--- src/rtl/lser_pkg.sv ---
package lser_pkg;
  localparam int unsigned WORD_W = 28;
  localparam int unsigned LANES  = 4;
  localparam int unsigned SLOTS  = 7;
  localparam int unsigned CLK_HI = 4;

  // input bit index per lane, in transmission order
  localparam int LANE_MAP [4][7] = '{
    '{ 7,  6,  4,  3,  2,  1,  0},
    '{18, 15, 14, 13, 12,  9,  8},
    '{26, 25, 24, 22, 21, 20, 19},
    '{23, 17, 16, 11, 10,  5, 27}
  };
endpackage

--- src/rtl/lser_edge_det.sv ---
module lser_edge_det (
  input  logic clk_i,
  input  logic rst_ni,
  input  logic clr_ni,
  input  logic wc_i,
  input  logic rise_sel_i,
  output logic stb_o
);
  logic wc_q, wc_d;

  always_ff @(posedge clk_i or negedge rst_ni) begin
    if (!rst_ni) begin
      wc_q <= 1'b0;
      wc_d <= 1'b0;
    end else if (!clr_ni) begin
      wc_q <= 1'b0;
      wc_d <= 1'b0;
    end else begin
      wc_q <= wc_i;
      wc_d <= wc_q;
    end
  end

  always_comb begin
    if (rise_sel_i) stb_o = clr_ni & wc_q & ~wc_d;
    else            stb_o = clr_ni & ~wc_q & wc_d;
  end

  // a selected edge cannot repeat on the next cycle under a stable select
  a_r2_single_strobe: assert property (@(posedge clk_i) disable iff (!rst_ni)
    stb_o |=> !(stb_o && $stable(rise_sel_i)));
endmodule

--- src/rtl/lser_framer.sv ---
module lser_framer #(
  parameter int unsigned WORD_W = lser_pkg::WORD_W,
  parameter int unsigned SLOTS  = lser_pkg::SLOTS,
  localparam int unsigned SLOT_W = $clog2(SLOTS)
) (
  input  logic              clk_i,
  input  logic              rst_ni,
  input  logic              clr_ni,
  input  logic              stb_i,
  input  logic [WORD_W-1:0] data_i,
  output logic [SLOT_W-1:0] slot_o,
  output logic              load_o,
  output logic [WORD_W-1:0] hold_o,
  output logic              valid_o
);
  localparam logic [SLOT_W-1:0] LAST = SLOT_W'(SLOTS - 1);

  logic [SLOT_W-1:0] slot_q;
  logic [WORD_W-1:0] hold_q;
  logic              full_q, valid_q;

  assign load_o  = stb_i | (slot_q == LAST);
  assign slot_o  = slot_q;
  assign hold_o  = hold_q;
  assign valid_o = valid_q;

  always_ff @(posedge clk_i or negedge rst_ni) begin
    if (!rst_ni) begin
      slot_q  <= '0;
      hold_q  <= '0;
      full_q  <= 1'b0;
      valid_q <= 1'b0;
    end else if (!clr_ni) begin
      slot_q  <= '0;
      hold_q  <= '0;
      full_q  <= 1'b0;
      valid_q <= 1'b0;
    end else begin
      slot_q <= load_o ? '0 : slot_q + 1'b1;
      if (stb_i) begin
        hold_q <= data_i;
        full_q <= 1'b1;
      end
      // frame from a captured word starts shifting
      if (load_o && full_q) valid_q <= 1'b1;
    end
  end

  // a strobe restarts the frame at slot 0
  a_r8_realign: assert property (@(posedge clk_i) disable iff (!rst_ni)
    stb_i |=> (slot_q == '0));
  // valid rises only at a frame start
  a_r9_valid_at_slot0: assert property (@(posedge clk_i) disable iff (!rst_ni)
    $rose(valid_q) |-> (slot_q == '0));
  // holding register changes only on a capture strobe
  a_r10_hold_stable: assert property (@(posedge clk_i) disable iff (!rst_ni)
    (!stb_i && clr_ni) ##1 clr_ni |-> $stable(hold_q));
  // shutdown clears the valid state
  a_r1_shutdown_clears: assert property (@(posedge clk_i) disable iff (!rst_ni)
    !clr_ni |=> !valid_q);
endmodule

--- src/rtl/lser_lane.sv ---
module lser_lane #(
  parameter int unsigned WORD_W = lser_pkg::WORD_W,
  parameter int unsigned SLOTS  = lser_pkg::SLOTS,
  parameter int unsigned LANE   = 0
) (
  input  logic              clk_i,
  input  logic              rst_ni,
  input  logic              clr_ni,
  input  logic              load_i,
  input  logic [WORD_W-1:0] word_i,
  output logic              bit_o
);
  logic [SLOTS-1:0] sr_q, mapped;

  always_comb begin
    for (int s = 0; s < SLOTS; s++) begin
      mapped[SLOTS-1-s] = word_i[lser_pkg::LANE_MAP[LANE][s]];
    end
  end

  always_ff @(posedge clk_i or negedge rst_ni) begin
    if (!rst_ni)      sr_q <= '0;
    else if (!clr_ni) sr_q <= '0;
    else if (load_i)  sr_q <= mapped;
    else              sr_q <= {sr_q[SLOTS-2:0], 1'b0};
  end

  assign bit_o = sr_q[SLOTS-1];
endmodule

--- src/rtl/lane_serializer7.sv ---
module lane_serializer7 #(
  parameter int unsigned WORD_W = lser_pkg::WORD_W,
  parameter int unsigned LANES  = lser_pkg::LANES,
  parameter int unsigned SLOTS  = lser_pkg::SLOTS,
  parameter int unsigned CLK_HI = lser_pkg::CLK_HI,
  localparam int unsigned SLOT_W = $clog2(SLOTS)
) (
  input  logic              clk_i,
  input  logic              rst_ni,
  input  logic              shutdown_ni,
  input  logic              word_clk_i,
  input  logic              edge_rise_i,
  input  logic [WORD_W-1:0] data_i,
  output logic [LANES-1:0]  lane_o,
  output logic              clk_lane_o,
  output logic              valid_o
);
  logic              stb, load, valid;
  logic [SLOT_W-1:0] slot;
  logic [WORD_W-1:0] hold;
  logic [LANES-1:0]  bits;

  lser_edge_det u_edge (
    .clk_i     (clk_i),
    .rst_ni    (rst_ni),
    .clr_ni    (shutdown_ni),
    .wc_i      (word_clk_i),
    .rise_sel_i(edge_rise_i),
    .stb_o     (stb)
  );

  lser_framer #(.WORD_W(WORD_W), .SLOTS(SLOTS)) u_framer (
    .clk_i  (clk_i),
    .rst_ni (rst_ni),
    .clr_ni (shutdown_ni),
    .stb_i  (stb),
    .data_i (data_i),
    .slot_o (slot),
    .load_o (load),
    .hold_o (hold),
    .valid_o(valid)
  );

  for (genvar l = 0; l < LANES; l++) begin : g_lane
    lser_lane #(.WORD_W(WORD_W), .SLOTS(SLOTS), .LANE(l)) u_lane (
      .clk_i (clk_i),
      .rst_ni(rst_ni),
      .clr_ni(shutdown_ni),
      .load_i(load),
      .word_i(hold),
      .bit_o (bits[l])
    );
  end

  assign valid_o    = valid;
  assign lane_o     = (shutdown_ni && valid) ? bits : '0;
  assign clk_lane_o = shutdown_ni & valid & (slot < SLOT_W'(CLK_HI));

  // clock lane rises only at a frame load
  a_r7_clk_rise_at_load: assert property (@(posedge clk_i) disable iff (!rst_ni)
    $rose(clk_lane_o) |-> $past(load));
endmodule

--- config.mk ---
export PLATFORM = sky130hd
export DESIGN_NAME = lane_serializer7
export DESIGN_NICKNAME = d
export VERILOG_FILES = /design/src/rtl/lser_pkg.sv /design/src/rtl/lser_edge_det.sv /design/src/rtl/lser_framer.sv /design/src/rtl/lser_lane.sv /design/src/rtl/lane_serializer7.sv
export SDC_FILE = /design/constraint.sdc
export NUM_CORES = 1
export LEC_CHECK = 0
export BUFFER_PORTS_ARGS = -buffer_cell sky130_fd_sc_hd__buf_2
export CORE_ASPECT_RATIO = 0.7
export CORE_UTILIZATION = 35
export CTS_CLUSTER_DIAMETER = 80
export DETAILED_ROUTE_END_ITERATION = 8
export HOLD_SLACK_MARGIN = 0.1
export PLACE_DENSITY_LB_ADDON = 0.08
export SETUP_SLACK_MARGIN = 0.15
export SLEW_MARGIN = 10
export SYNTH_ARGS = -nofsm -noshare
export SYNTH_HDL_FRONTEND = slang
export SYNTH_SLANG_ARGS = --single-unit
--- constraint.sdc ---
create_clock -name clk_i -period 2.2 [get_ports clk_i]
set_clock_uncertainty 0.2 [all_clocks]
set_input_delay 0.44 -clock clk_i [delete_from_list [all_inputs] [get_ports clk_i]]
set_output_delay 0.44 -clock clk_i [all_outputs]
set_load 0.03 [all_outputs]
## After elaboration in Yosys (flattened, before gate mapping)

Index checks and enable logic that the tools add are counted.

- Register bits: 63
- Input port bits: 33
- Logic and storage cells: 46

- Muxes and demuxes: 20
- Eq/ne operators: 3
- Order comparisons: 1
- $add $sub $neg: 1
- Reductions and logical operators: 2
- Bitwise logic cells: 9

Operators by type and width:

| cell | number |
|---|---|
| 28-bit two-way mux | 2 |
| 7-bit two-way mux | 8 |
| 1-bit two-way mux | 7 |
| 1-bit AND | 6 |
| 3-bit two-way mux | 2 |
| 4-bit two-way mux | 1 |
| 2-bit by 1-bit != test with 1-bit output (second input constant) | 2 |
| 3-bit by 1-bit adder with 3-bit output (second input constant) | 1 |
| 3-bit equality test (second input constant) | 1 |
| 3-bit less-than comparator (second input constant) | 1 |
| 1-bit logical AND | 2 |
| 1-bit inverter | 2 |
| 1-bit OR | 1 |

## Logic depth before layout (Yosys ltp)

- Depth after elaboration: 8
- Mapped depth: 6
- Mapped depth without buffers: 5

## Cells and area by module

A second synthesis with hierarchy kept.

- Cells, all modules: 205
- Area, all modules: 2725.1 um^2

By module, submodules not included:

| module | area each (um^2) | times used | cells each |
|---|---|---|---|
| lser_framer | 1437.6 | 1 | 109 |
| lser_lane | 291.5 | 4 | 21 |
| lser_edge_det | 87.6 | 1 | 7 |
| lane_serializer7 | 33.8 | 1 | 5 |

## Worst setup path after synthesis

No wires, ideal clock.

- Path type: input port to output port
- Start point: input port shutdown_ni
- End point: output port clk_lane_o
- Arrival time: 1.281 ns
- Stages on the path: 4
- Data required time: 1.560 ns
- Path slack: 0.279 ns
- Cells stage by stage: clkbuf_1 > buf_2 > nand2_1 > nor2_1

- Word-level cells in the longest chain between the ends: 2

Ends and longest elaborated chain:

| element | RTL line | text |
|---|---|---|
| start, declared | lane_serializer7.sv:10 | `input logic shutdown_ni,` |
| 1-bit AND (2 in series) | lane_serializer7.sv:57 | `assign clk_lane_o = shutdown_ni & valid & (slot < SLOT_W'(CLK_HI));` |
| end, declared | lane_serializer7.sv:15 | `output logic clk_lane_o,` |

Every way passes these cells.

## Worst setup path after layout

- Start point: register u_edge.wc_q
- End point: register g_lane[2].u_lane.sr_q[5]

- Word-level cells in the longest chain between the ends: 7

Ends and longest elaborated chain:

| element | RTL line | text |
|---|---|---|
| start, declared | lser_edge_det.sv:9 | `logic wc_q, wc_d;` |
| start signal, assigned | lser_edge_det.sv:19 | `wc_q <= wc_i;` |
| 1-bit inverter | lser_edge_det.sv:26 | `else stb_o = clr_ni & ~wc_q & wc_d;` |
| 1-bit AND (2 in series) | lser_edge_det.sv:26 |  |
| 1-bit two-way mux * | lser_edge_det.sv:25 | `if (rise_sel_i) stb_o = clr_ni & wc_q & ~wc_d;` |
| 1-bit OR * | lser_framer.sv:22 | `assign load_o = stb_i \| (slot_q == LAST);` |
| 7-bit two-way mux * | lser_lane.sv:24 | `else if (load_i) sr_q <= mapped;` |
| 7-bit two-way mux * | lser_lane.sv:23 | `else if (!clr_ni) sr_q <= '0;` |
| end signal, assigned | lser_lane.sv:24 |  |
| end signal, assigned | lser_lane.sv:25 | `else sr_q <= {sr_q[SLOTS-2:0], 1'b0};` |
| end, declared | lser_lane.sv:13 | `logic [SLOTS-1:0] sr_q, mapped;` |

Mark *: on every way between the ends. The rest lies on a longest branch, timed or not.
A chain may end at the register's enable or synchronous reset.

==> impl_results.md <==
- Status: finished clean
- Clk pwr share: 43.7%
- Commonest cells post-synth: dfrtp_1, nand2_1, mux2i_1
- Fmax: 534 MHz
- Vias in the first global route: 1728
- Final net count: 320
- CTS Buf Count: 9
- Worst-Margin Slew: 441 ps
- Top-count cell post-synth: dfrtp_1
- Slowest CP cell: or3b_1
- Ranking of synthesized cells by area: dfrtp_1, mux2i_1, nand2_1, inv_1, and3_1
- Area growth syn-to-layout: 20.6%
- HPWL after DPL: 3140 um
- DR WL/cell: 12.8 um
- Final min period: 1870 ps
- # port buffers: 38
- HP Class: in -> reg
- Synth async-reset ratio: 100%
- Initial antenna violation count: 0
- Ys flop type: dfrtp_1
- Hold Path Stages: 3
- Synthesized cell area: 2720 sq um
- CP Max Fanout: 11
- Crit Path Category: reg -> reg
- Static leakage: 1.82 nW
- CP Cell Sequence: or3b_1 -> nand3_4 -> buf_4 -> mux2i_1
- Share of the yosys chip area belonging to registers: 58.0%
- Max-slew headroom: 70.5%
- Total core area: 7420 sq um
- Largest net degree at the start of global routing: 64
- Fraction of the cycle the final worst path needs: 85.2%
- Final hold vios: 0
- Clk Latency, worst-skew pair: 340 ps
- Antenna Cells: 0
- Clock Tree Root: clkbuf_8
- PostCTS Resize Cnt: 0
- Fin cells: 388
- Die X: 107 um
- Sequential power share: 48.5%
- Top Ports: 39
- Total GRT Usage: 14.3%
- Internal power: 0.00191 W
- Syn nets: 274
- Synth warn: 0
- Placement Cell Area: 3020 sq um
- CTS Buffer Depth: 2
- R2R setup slack: 330 ps
- CTS tree: built
- CP required: 2260 ps
- Gate power share: 7.8%
- Share of the synthesized area in the top cell type: 58.0%
- Worst Hold Launch: data_i[6]
- Synth cell types: 28
- Drt pass-1 iters: 2
- Pwr dens: 760 nW/um^2
- TritonCTS sink count: 63
- Clock-pin slew on the worst setup and hold paths: 80 ps
- Switching pwr: 0.000577 W
- DRT iter0 DRCs: 76
- Max_cap viols: 0
- Min-Delay Endpoint: u_framer.hold_o[6]$_DFFE_PN0P_
- FP Rows: 26
- TNS Setup: 0 ps
- CP startpoint kind: flop
- Antenna Violating Nets Remaining: 0
- GR Overflow Total: 0
- Cells on worst reg2reg path: 4
- Critical path endpoint category: flop
- Design area: 3280 sq um
- Cells after synthesis: 239
- Drt total wl: 4980 um
- Die ar.: 8130 sq um
- CTS HTree Levels: 3
- Residual DRC: 0
- Peak VDD IR: 0.000311 V
- Synthesized flop and latch total: 63
- Final setup viols: 0
- Routed vias: 1693
- Ratio of cells with drive above 1 in the final layout: 22.8%
- GP Congestion: 0.663
- Pins Over Slew Limit: 0
- Post-synth EDFFs: 0
- Area leader, netlist: dfrtp_1
- Inst Count DP: 367
- Sw Share: 23.1%
- Reg2reg end: g_lane[2].u_lane.sr_q[5]$_DFF_PN0_
- Critical path's largest stage delay: 510 ps
- Final Total Pwr: 0.00249 W
- Crit path DAT: 1930 ps
- Syn avg cell area: 11.4 sq um
- Vias per cell: 4.36
- Initial Util: 36.6%
- First-pass GRT wire length: 8380 um
- RSZ-0062 raised after global routing: false
- FF-to-FF Start: u_edge.wc_q$_DFF_PN0_
- Die H: 75.7 um
cells by family after synthesis:
family / share of synthesized area, %
buffers and inverters: 8.43
multiplexers: 17.7
AND/OR/NAND/NOR: 13.1
flip-flops: 58.0
AO/OA/AOI/OAI: 1.57
adder cells (fa/ha/maj): 0.921
XOR/XNOR: 0.322
flip-flops by register name, indices dropped and copies added, names as in the netlist:
signal / flops
u_edge.wc_q: 1
u_framer.slot_o: 3
u_framer.valid_o: 1
g_lane.u_lane.sr_q: 28
u_framer.full_q: 1
u_framer.hold_o: 28
u_edge.wc_d: 1
power groups by stage:
stage                     clock (W)  sequential [W]  combinational (W)
after floorplan                   0         0.00123           0.000115
after global placement            0         0.00123           0.000191
after detailed placement          0         0.00123           0.000193
after CTS                   0.00112         0.00121           0.000200
after global routing        0.00117         0.00121           0.000219
final                       0.00109         0.00121           0.000194
layout by cell type, fill, tap and decap left out, types with 3 or more instances in the layout:
cell type / instances
nand4_1: 4
and3_1: 7
buf_4: 4
o21ai_0: 4
mux2i_1: 48
buf_12: 3
clkbuf_8: 9
inv_1: 30
nor3b_1: 4
nand2_1: 50
buf_2: 38
dlygate4sd3_1: 5
dfrtp_1: 63
stage by stage:
| stage | utilization (%) | setup slack, ps | hold slack (ps) |
|---|---|---|---|
| 6_report | 44.2 | 326 | 118 |
| 5_1_grt | 44.2 | 227 | 106 |
| 4_1_cts | 44.2 | 302 | 103 |
| 3_5_place_dp | 40.7 | 191 | 266 |
| 3_3_place_gp | 40.7 | 223 | 267 |
| 2_1_floorplan | - | 279 | -55.6 |
critical path: cells and delay by family, from the launching register on:
family | cells | cell delay (ps)
AND/OR/NAND/NOR | 2 | 730
buffers and inverters | 1 | 250
flip-flops | 1 | 410
multiplexers | 1 | 210
per-layer routing:
metal	wire, um	vias up	track usage, %
li1	-	854	-
met1	2590	804	18.1
met2	2100	29	21.9
met3	217	6	5.65
met4	61	0	6.54
met5	0	-	0
repair_timing:
item,CTS,global route
endpoints found under the setup margin,0,0
hold buffers,5,0
buffers inserted,0,0
endpoints found under the hold margin,67,0
area by class of cell:
type / instances / area (sq um)
sequential: 63 / 1580
fill: 730 / 4140
tap: 98 / 123
clock inverter: 6 / 85.1
inverter: 30 / 113
multi-input combinational: 131 / 923
timing repair buffer: 50 / 330
clock buffer: 10 / 128
worst max-delay path by stage:
stage	start	end	slack, ps	cells past startpoint
detailed placement	edge_rise_i	g_lane[2].u_lane.sr_q[5]$_DFF_PN0_	190	5
finish	u_edge.wc_q$_DFF_PN0_	g_lane[2].u_lane.sr_q[5]$_DFF_PN0_	330	4
global placement	edge_rise_i	g_lane[2].u_lane.sr_q[3]$_DFF_PN0_	220	5
global route	u_edge.wc_q$_DFF_PN0_	g_lane[2].u_lane.sr_q[6]$_DFF_PN0_	230	4
floorplan	shutdown_ni	clk_lane_o	280	4
CTS	u_edge.wc_q$_DFF_PN0_	g_lane[2].u_lane.sr_q[5]$_DFF_PN0_	300	4
Power figures use the tool's default switching activity.
